==> config.mk <==
export PLATFORM = sky130hd
export DESIGN_NAME = lcdcap_top
export DESIGN_NICKNAME = d
export VERILOG_FILES = /design/src/rtl/lcdcap_pkg.sv /design/src/rtl/lcdcap_vsync_sync.sv /design/src/rtl/lcdcap_pix_sample.sv /design/src/rtl/lcdcap_pos_counter.sv /design/src/rtl/lcdcap_top.sv
export SDC_FILE = /design/constraint.sdc
export NUM_CORES = 1
export LEC_CHECK = 0
export BUFFER_PORTS_ARGS = -buffer_cell sky130_fd_sc_hd__buf_2
export CORE_ASPECT_RATIO = 1.1
export CORE_MARGIN = 8
export CORE_UTILIZATION = 25
export DETAILED_ROUTE_END_ITERATION = 6
export SLEW_MARGIN = 20
export SYNTH_ARGS = -nofsm -noshare
export SYNTH_HDL_FRONTEND = slang
export SYNTH_SLANG_ARGS = --single-unit
==> constraint.sdc <==
create_clock -name clk -period 2 [get_ports clk]
set_input_delay 0.1 -clock clk [delete_from_list [all_inputs] [get_ports clk]]
set_output_delay 0.1 -clock clk [all_outputs]
set_load 0.02 [all_outputs]
==> src/rtl/lcdcap_pkg.sv <==
package lcdcap_pkg;
    typedef enum logic [1:0] {
        ST_IDLE    = 2'd0,
        ST_ARMED   = 2'd1,
        ST_CAPTURE = 2'd2,
        ST_DONE    = 2'd3
    } cap_state_t;

    localparam int N_CHAN = 3;
endpackage

==> src/rtl/lcdcap_vsync_sync.sv <==
module lcdcap_vsync_sync #(
    parameter bit VS_RISE = 1'b1
) (
    input  logic clk,
    input  logic rst_n,
    input  logic vsync,
    output logic frame_evt
);
    logic meta_q, sync_q, prev_q;

    always_ff @(posedge clk or negedge rst_n) begin
        if (!rst_n) begin
            meta_q <= 1'b0;
            sync_q <= 1'b0;
            prev_q <= 1'b0;
        end else begin
            meta_q <= vsync;
            sync_q <= meta_q;
            prev_q <= sync_q;
        end
    end

    generate
        if (VS_RISE) begin : g_rise
            assign frame_evt = sync_q & ~prev_q;
        end else begin : g_fall
            assign frame_evt = ~sync_q & prev_q;
        end
    endgenerate
endmodule

==> src/rtl/lcdcap_pix_sample.sv <==
module lcdcap_pix_sample #(
    parameter int CH_W = 6
) (
    input  logic                 clk,
    input  logic                 edge_sel,
    input  logic [CH_W-1:0]      red_in,
    input  logic [CH_W-1:0]      green_in,
    input  logic [CH_W-1:0]      blue_in,
    output logic [3*CH_W-1:0]    pix_out
);
    localparam int NC = lcdcap_pkg::N_CHAN;

    logic [NC-1:0][CH_W-1:0] chan_in;
    logic [NC-1:0][CH_W-1:0] fall_q;
    logic [NC-1:0][CH_W-1:0] chan_sel;

    assign chan_in = {red_in, green_in, blue_in};

    generate
        for (genvar g = 0; g < NC; g++) begin : g_chan
            always_ff @(negedge clk) begin
                fall_q[g] <= chan_in[g];
            end
            assign chan_sel[g] = edge_sel ? fall_q[g] : chan_in[g];
        end
    endgenerate

    assign pix_out = chan_sel;
endmodule

==> src/rtl/lcdcap_pos_counter.sv <==
module lcdcap_pos_counter #(
    parameter int H_TOTAL = 263,
    parameter int V_W     = 8,
    parameter int H_W     = $clog2(H_TOTAL)
) (
    input  logic           clk,
    input  logic           rst_n,
    input  logic           load,
    input  logic [H_W-1:0] preload,
    output logic [H_W-1:0] h_cnt,
    output logic [V_W-1:0] v_cnt
);
    localparam logic [H_W-1:0] H_LAST = H_W'(H_TOTAL - 1);

    logic [H_W-1:0] start_val;
    logic           line_end;

    assign start_val = (preload > H_LAST) ? '0 : preload;
    assign line_end  = (h_cnt == H_LAST);

    always_ff @(posedge clk or negedge rst_n) begin
        if (!rst_n) begin
            h_cnt <= '0;
            v_cnt <= '0;
        end else if (load) begin
            h_cnt <= start_val;
            v_cnt <= '0;
        end else begin
            h_cnt <= line_end ? '0 : h_cnt + 1'b1;
            if (line_end) begin
                v_cnt <= v_cnt + 1'b1;
            end
        end
    end
endmodule

==> src/rtl/lcdcap_top.sv <==
module lcdcap_top #(
    parameter int CH_W    = 6,
    parameter int H_TOTAL = 263,
    parameter int V_W     = 8,
    parameter int MEM_W   = 32,
    parameter bit VS_RISE = 1'b1
) (
    input  logic                                  clk,
    input  logic                                  rst_n,
    input  logic                                  arm,
    input  logic                                  vsync,
    input  logic                                  edge_sel,
    input  logic [$clog2(H_TOTAL)-1:0]            h_preload,
    input  logic [CH_W-1:0]                       red_in,
    input  logic [CH_W-1:0]                       green_in,
    input  logic [CH_W-1:0]                       blue_in,
    output logic                                  mem_we,
    output logic [V_W+$clog2(H_TOTAL)-1:0]        mem_addr,
    output logic [MEM_W-1:0]                      mem_wdata,
    output logic                                  done
);
    import lcdcap_pkg::*;

    localparam int PIX_W  = 3 * CH_W;
    localparam int H_W    = $clog2(H_TOTAL);
    localparam int ADDR_W = V_W + H_W;

    cap_state_t     state_q, state_nxt;
    logic           vs_evt;
    logic           wr_now;
    logic [H_W-1:0] h_cnt;
    logic [V_W-1:0] v_cnt;
    logic [PIX_W-1:0] pix;

    lcdcap_vsync_sync #(.VS_RISE(VS_RISE)) u_sync (
        .clk       (clk),
        .rst_n     (rst_n),
        .vsync     (vsync),
        .frame_evt (vs_evt)
    );

    lcdcap_pix_sample #(.CH_W(CH_W)) u_pix (
        .clk      (clk),
        .edge_sel (edge_sel),
        .red_in   (red_in),
        .green_in (green_in),
        .blue_in  (blue_in),
        .pix_out  (pix)
    );

    lcdcap_pos_counter #(.H_TOTAL(H_TOTAL), .V_W(V_W), .H_W(H_W)) u_pos (
        .clk     (clk),
        .rst_n   (rst_n),
        .load    (vs_evt),
        .preload (h_preload),
        .h_cnt   (h_cnt),
        .v_cnt   (v_cnt)
    );

    // State register
    always_ff @(posedge clk or negedge rst_n) begin
        if (!rst_n) begin
            state_q <= ST_IDLE;
        end else begin
            state_q <= state_nxt;
        end
    end

    // Transitions: arm_seen, frame_start, frame_end, rearm
    always_comb begin
        state_nxt = state_q;
        unique case (state_q)
            ST_IDLE:    if (arm)    state_nxt = ST_ARMED;
            ST_ARMED:   if (vs_evt) state_nxt = ST_CAPTURE;
            ST_CAPTURE: if (vs_evt) state_nxt = ST_DONE;
            ST_DONE:    if (arm)    state_nxt = ST_ARMED;
            default:                state_nxt = ST_IDLE;
        endcase
    end

    assign wr_now = (state_q == ST_CAPTURE) && !vs_evt;

    // Output register
    always_ff @(posedge clk or negedge rst_n) begin
        if (!rst_n) begin
            mem_we    <= 1'b0;
            mem_addr  <= '0;
            mem_wdata <= '0;
            done      <= 1'b0;
        end else begin
            mem_we <= wr_now;
            done   <= (state_nxt == ST_DONE);
            if (wr_now) begin
                mem_addr  <= ADDR_W'({v_cnt, h_cnt});
                mem_wdata <= {{(MEM_W-PIX_W){1'b0}}, pix};
            end
        end
    end
endmodule

* After elaboration in Yosys (flattened, before gate mapping) *
Cells that the tools add are included.

cells by class
  multiplexer cells = 12
  bitwise operators = 2
  eq/ne operators = 5
  reductions and logical operators = 5
  $lt $le $gt $ge = 1
  $add $sub $neg = 2

operators with widths
  cell                                                                   number
  9-bit two-way mux                                                      3
  6-bit two-way mux                                                      3
  8-bit two-way mux                                                      2
  9-bit by 1-bit adder with 9-bit output, second input constant          1
  9-bit equality test, second input constant                             1
  9-bit greater-than comparator, second input constant                   1
  8-bit by 1-bit adder with 8-bit output, second input constant          1
  2-bit equality test, second input constant                             3
  2-bit two-way mux                                                      3
  2-bit case mux with 3 select lines                                     1
  2-bit by 1-bit equality test with 1-bit output, second input constant  1
  2-bit zero test                                                        1
  2-bit nonzero test                                                     1
  2-bit OR reduction                                                     1
  1-bit AND                                                              1
  1-bit logical AND                                                      1
  1-bit zero test                                                        1
  1-bit inverter                                                         1

word-level totals
  register bits = 77
  output and inout port bits = 51
  input port bits = 32

* Longest topological paths before layout *
Gate-level depths: netlist (run 1).

  word-level depth = 5
  depth in mapped cells = 7

* Modules after synthesis *
From an unflattened synthesis (run 1), not the netlist that was laid out.

unflattened totals
  cells, all modules = 246
  area, all modules = 3440.8 sq um

by module, submodules not included
  module              instances  cells each  area each (sq um)  seq. area each (sq um)
  lcdcap_top          1          109         1780.5             975.9
  lcdcap_pos_counter  1          94          935.9              425.4
  lcdcap_pix_sample   1          39          635.6              360.3
  lcdcap_vsync_sync   1          4           88.8               75.1

==> reports/results.ini, run 1 <==
[yosys]
syn_area_sq_um=3150
synthTopCellsByCount=59 x dfrtp_1, 28 x nand2_1, 26 x o21ai_0, 19 x mux2i_1, 18 x dfxtp_1
ys.flop_type=dfrtp_1
synthMuxAreaShare_pct=11.4
synth_xor_area_share_pct=3.62
ys_ff_latch=77
synthCells=269
async_flop_share_pct=76.6
syn_avg_cell_area_sq_um=11.7
synth_top_area_share_pct=46.9
synth_edf_count=0
yosys.area_share.simple_pct=11.2
yosys_warnings=0
yosysTopAreaCell=dfrtp_1
ys_seq_area_share_pct=58.3
synth_compound_gate_area_share_pct=7.51
synth_area_leaders=dfrtp_1 47%, dfxtp_1 11%, mux2i_1 6.0%, mux2_2 5.4%, o21ai_0 4.1%
synth_fa_ha_area_share_pct=1.99
yosysMostFrequentCell=dfrtp_1
synth_top_family_by_area=multiplexers
yosys.cell_types.count=38

[worst_setup_path]
critical_path_arrival_ns=2.05
worst-path-max-fanout=5
critPathKind=in2reg
cp.required_ns=2.25
worstSetupStartpointType=input pin
r2r_cells=3
reg2reg_slack_ns=0.26
end_kind=flop

[finish]
stdcell_count=523
drive_above_1_share_pct=29.8
syn2layout_area_growth_pct=29.0
fin_nets=398
diodes=0
postLayoutCellArea_sq_um=4060

[timing]
rsz0062_at_grt=false
fin_setup_tns_ns=0
worst_slew_pin_slew_ns=0.566
finalHoldViolCount=0
clock.fmax_mhz=557
drv_slew=0
relSlewSlack_pct=62.2
fin_crit_ns=1.80
setup_viol=0
skew_ns=0.0618
post-route-period-util_pct=89.8

[floorplanning]
row_count=43
die_height_um=134
die-area_sq_um=16400
io_pins=83
core-area_sq_um=12400
initial_core_util_pct=25.3
die_w_um=123

[clock_network]
clockRootBuffer=clkbuf_16
clock-sinks=77
ctsHoldBuffers=5
clk_pin_slew_worst_paths_ns=0.06
cts_resized=0
htreeDepth=3
cts_tree=done
clk_path_buf_depth=2
cts_buffers=9
post-cts-setup-buffers=0
clk_latency_ns=0.39

[power_and_ir_drop]
clkPwrFrac_pct=33.3
ir_drop_mv=0.623
p_sw_share_pct=35.0
power_frac_comb_pct=26.8
power.switching_mw=1.90
p_int_mw=3.52
seqPwrFrac_pct=39.9
power.leakage_nw=2.05
powerDensity_nw_per_um2=1330

[global_route]
grt_overflow=0
track_usage_pct=9.48
grt_max_degree=38
antenna_found_initial=0
grt_pass1_vias=2454
grt_pass1_wl_um=12200

[route]
drtIter0Drc=83
firstDrtPassIters=4
viasPerCell=4.24
antenna_left=0
wl_um=7280
drc_errors=0
wl_per_cell_um=13.9
vias=2219

[placement]
detailed_place.area_sq_um=3630
portBuffers=68
dp_hpwl_um=5460
place.gp.congestion=0.752
dp_cells=485

[job]
drv_cap=0

[hold_path]
hold_path_depth=2
hold_class=in2reg

[outcome]
outcome=completed

## path summary, 6_finish.rpt
| path | startpoint | end |
|---|---|---|
| worst max-delay path | h_preload[6] | u_pos.h_cnt[2] |
| worst min-delay path | h_preload[1] | u_pos.h_cnt[1] |
| worst max register to register | u_pos.h_cnt[5] | u_pos.h_cnt[3] |
| worst min register to register | u_sync.meta_q | u_sync.sync_q |
| max in group asynchronous | rst_n | mem_wdata[3] |
| min in group asynchronous | rst_n | done |
## sequential cells by signal, summed over array words and instances, names as in the netlist, 2 cells and up
signal / flops
mem_wdata: 18
u_pix.fall_q: 18
mem_addr: 17
u_pos.h_cnt: 9
u_pos.v_cnt: 8
state_q: 2
## power groups by stage
stage / combinational, mW / sequential (mW) / clock, mW
6_report: 1.45 / 2.16 / 1.80
5_1_grt: 1.62 / 2.21 / 1.99
4_1_cts: 1.50 / 2.17 / 1.88
3_5_place_dp: 1.49 / 2.19 / 0.0582
3_3_place_gp: 1.46 / 2.17 / 0.0582
2_1_floorplan: 0.699 / 2.43 / 0.0582
## worst max-delay path, cell delays in order
cell           delay (ns)
dlygate4sd3_1        0.53
buf_2                0.13
or4_1                0.51
a311o_1              0.41
a21oi_4              0.23
o2bb2ai_1            0.13
## cell families after synthesis
family	after synthesis
buffers and inverters	33
adders and majority gates	5
muxes	34
DFF	77
AOI/OAI and AO/OA	39
other	1
xor gates and xnor gates	13
and+or+nand+nor	67
## routing by layer
| metal | part of all wire [%] | track usage, % | up-vias |
|---|---|---|---|
| met5 | 0 | 0 | - |
| met4 | 1.7 | 3.95 | 0 |
| met3 | 6.9 | 3.60 | 12 |
| met2 | 51 | 15.9 | 60 |
| met1 | 41 | 10.4 | 1073 |
| li1 | - | - | 1074 |
## per-stage QoR
step	total power [mW]	hold WS (ns)	setup WS [ns]	util, %
after detailed placement	3.74	0.133	0.235	29.2
after global placement	3.68	0.124	0.298	29.2
after global routing	5.83	0.00106	0.119	32.7
after floorplan	3.19	-0.196	0.416	-
after CTS	5.55	0.000497	0.223	32.7
final	5.42	0.0143	0.204	32.7
## cell usage in the layout, fill, tap and decap left out, drive strengths merged, types with 3 or more instances in the layout
master,n
conb,14
xnor2,9
buf,72
dfxtp,18
mux2i,19
xor2,4
o21ai,27
nand4,3
a21oi,3
or4,3
o2bb2ai,4
nand3,6
ha,5
clkbuf,11
nand2,28
dlygate4sd3,5
inv,27
nor2,14
nor4,3
mux2,15
dfrtp,59
## layout make-up
class	count	area, sq um
inverters	6	22.5
flip-flops and latches	77	1840
fillers	1275	8370
well taps	157	196
repair buffers	77	445
multi-input cells	172	1180
clock inverters	23	106
clock buffers	11	275
Note: power is estimated with default switching activity, not from simulation.
==> run 2, diff against run 1 <==
--- a/config.mk
+++ b/config.mk
@@ -8,8 +8,9 @@
 export BUFFER_PORTS_ARGS = -buffer_cell sky130_fd_sc_hd__buf_2
 export CORE_ASPECT_RATIO = 1.1
 export CORE_MARGIN = 8
-export CORE_UTILIZATION = 25
+export CORE_UTILIZATION = 52
 export DETAILED_ROUTE_END_ITERATION = 6
+export PLACE_DENSITY = 0.79
 export SLEW_MARGIN = 20
 export SYNTH_ARGS = -nofsm -noshare
 export SYNTH_HDL_FRONTEND = slang
==> reports/results.ini, run 2 (synthesis gave the netlist of run 1 again) <==
[outcome]
outcome=completed

[clock_network]
cts_buffers=9  ; unchanged
clock-sinks=77  ; unchanged
clockRootBuffer=clkbuf_8
cts_tree=done
clk_latency_ns=0.39  ; about the same
clk_pin_slew_worst_paths_ns=0.08  ; +0.02 ns
clk_path_buf_depth=2  ; unchanged
htreeDepth=3  ; unchanged

[timing]
setup_viol=0  ; unchanged
fin_crit_ns=1.82  ; +0.0269 ns
drv_slew=0  ; unchanged
fin_setup_tns_ns=0  ; unchanged
rsz0062_at_grt=false
relSlewSlack_pct=61.8  ; -0.46 points
post-route-period-util_pct=91.1  ; +1.3 points
worst_slew_pin_slew_ns=0.571  ; +0.00488 ns
clock.fmax_mhz=549  ; -1.5%
skew_ns=0.0532  ; -0.00866 ns
finalHoldViolCount=0  ; unchanged
whs_ns=0.0254  ; +0.0111 ns

[global_route]
use_met3_pct=4.48  ; +0.89 points
grt_pass1_vias=2412  ; -1.7%
antenna_found_initial=0  ; unchanged
use_met2_pct=26.6  ; +11 points
busiest_layer=met2
use_met1_pct=16.8  ; +6.4 points
grt_max_degree=30  ; -21%
grt_pass1_wl_um=11100  ; -9.3%
track_usage_pct=15.4  ; +5.9 points
grt_overflow=0  ; unchanged

[hold_path]
hold_class=in2reg
hold_path_depth=3  ; +1

[route]
viasPerCell=4.99  ; +18%
drc_errors=0  ; unchanged
wl_per_cell_um=14.7  ; +5.4%
vias=2235  ; +0.72%
firstDrtPassIters=4  ; unchanged
drtIter0Drc=77  ; -7.2%
wl_um=6570  ; -9.7%
antenna_left=0  ; unchanged

[power_and_ir_drop]
finalPower_mw=4.86  ; -10%
ir_drop_mv=0.791  ; +27%
powerDensity_nw_per_um2=1260  ; -5.8%
power.leakage_nw=2.00  ; -2.5%

[finish]
drive_above_1_share_pct=29.4  ; -0.40 points
fin_nets=403  ; +1.3%
fin_util_pct=66.6  ; +34 points
syn2layout_area_growth_pct=22.8
final_cell_mix=68 x buf_2, 59 x dfrtp_1, 27 x nand2_1, 26 x o21ai_0, 24 x inv_1
final_common_cell=buf_2
stdcell_count=448  ; -14%
nFillCells=489  ; -62%
diodes=0  ; unchanged
top_regs=mem_wdata (18), u_pix.fall_q (18), mem_addr (17)

[floorplanning]
core-area_sq_um=5810  ; -53%
die_w_um=90.2  ; -27%
io_pins=83  ; unchanged
row_count=29  ; -33%
die_height_um=97.6  ; -27%
die-area_sq_um=8800  ; -46%
initial_core_util_pct=54.2  ; +29 points

[placement]
dp_hpwl_um=4870  ; -11%
portBuffers=68  ; unchanged
dp_cells=406  ; -16%
place.gp.congestion=0.805  ; +7.1%

[worst_setup_path]
cp.required_ns=2.21  ; -0.04 ns
rr_endpoint=u_pos.h_cnt[8]
startpoint=u_pos.h_cnt[5]
r2r-start=u_pos.h_cnt[5]
critPathKind=reg2reg
worst-path-max-fanout=7  ; +2
reg2reg_slack_ns=0.18  ; -0.08 ns
worstSetupStartpointType=flop
critical_path_arrival_ns=2.03  ; -0.02 ns
end_kind=flop
r2r_cells=3  ; unchanged
crit_end=u_pos.h_cnt[8]

[job]
drv_cap=0  ; unchanged

run 2: changes by cell type in the layout (fill, tap and decap cells not counted), sizes merged:
| cell | change |
|---|---|
| buf | +1 |
| clkinv | +1 |
| clkbuf | -1 |
| inv | -1 |
| clkinvlp | +1 |
| dlygate4sd3 | +4 |
run 2: report_power, final:
group / internal (mW) / leakage, nW / switching [mW] / total, mW
clock: 0.582 / 0.192 / 0.664 / 1.25
sequential: 1.91 / 0.914 / 0.250 / 2.16
combinational: 0.546 / 0.890 / 0.908 / 1.45
run 2: critical path, stage by stage, from the launching register on:
cell,delay [ns]
dfrtp_1,0.46
or4_4,0.60
o21ai_1,0.45
o22ai_1,0.18
run 2: repair_timing:
item                                   CTS  global route
resized for setup                        0             0
setup buffers                            0             0
hold buffers                             9             0
endpoints found under the hold margin   20             0
run 2: worst min-delay path by stage:
stage,from,endpoint,slack (ns)
after floorplan,rst_n,done,-0.20
after global placement,rst_n,u_pos.v_cnt[5],0.008
after detailed placement,rst_n,u_pos.v_cnt[5],0.01
after CTS,h_preload[4],u_pos.h_cnt[4],0.006
after global routing,h_preload[4],u_pos.h_cnt[4],0.03
final,h_preload[4],u_pos.h_cnt[4],0.03
run 2: metal layers:
metal  vias to the layer above  part of all wire, %
li1                       1087                    -
met1                      1076                   40
met2                        59                   52
met3                        13                  5.7
met4                         0                  2.2
met5                         -                    0
run 2: stage by stage:
| stage | worst slack [ns] | cell area [sq um] |
|---|---|---|
| after global routing | 0.00103 | 3860 |
| after CTS | 0.177 | 3860 |
| after floorplan | 0.416 | 3200 |
| final | 0.177 | 3860 |
| after global placement | 0.246 | 3520 |
| after detailed placement | 0.186 | 3520 |
run 2: area by class of cell:
class | instances | area (sq um) | share of cell area, %
repair buffers | 82 | 468 | 12.1
well taps | 77 | 96.3 | 2.49
flip-flops and latches | 77 | 1840 | 47.5
clock inverters | 24 | 114 | 2.95
multi-input cells | 172 | 1180 | 30.5
inverters | 6 | 22.5 | 0.583
clock buffers | 10 | 149 | 3.85
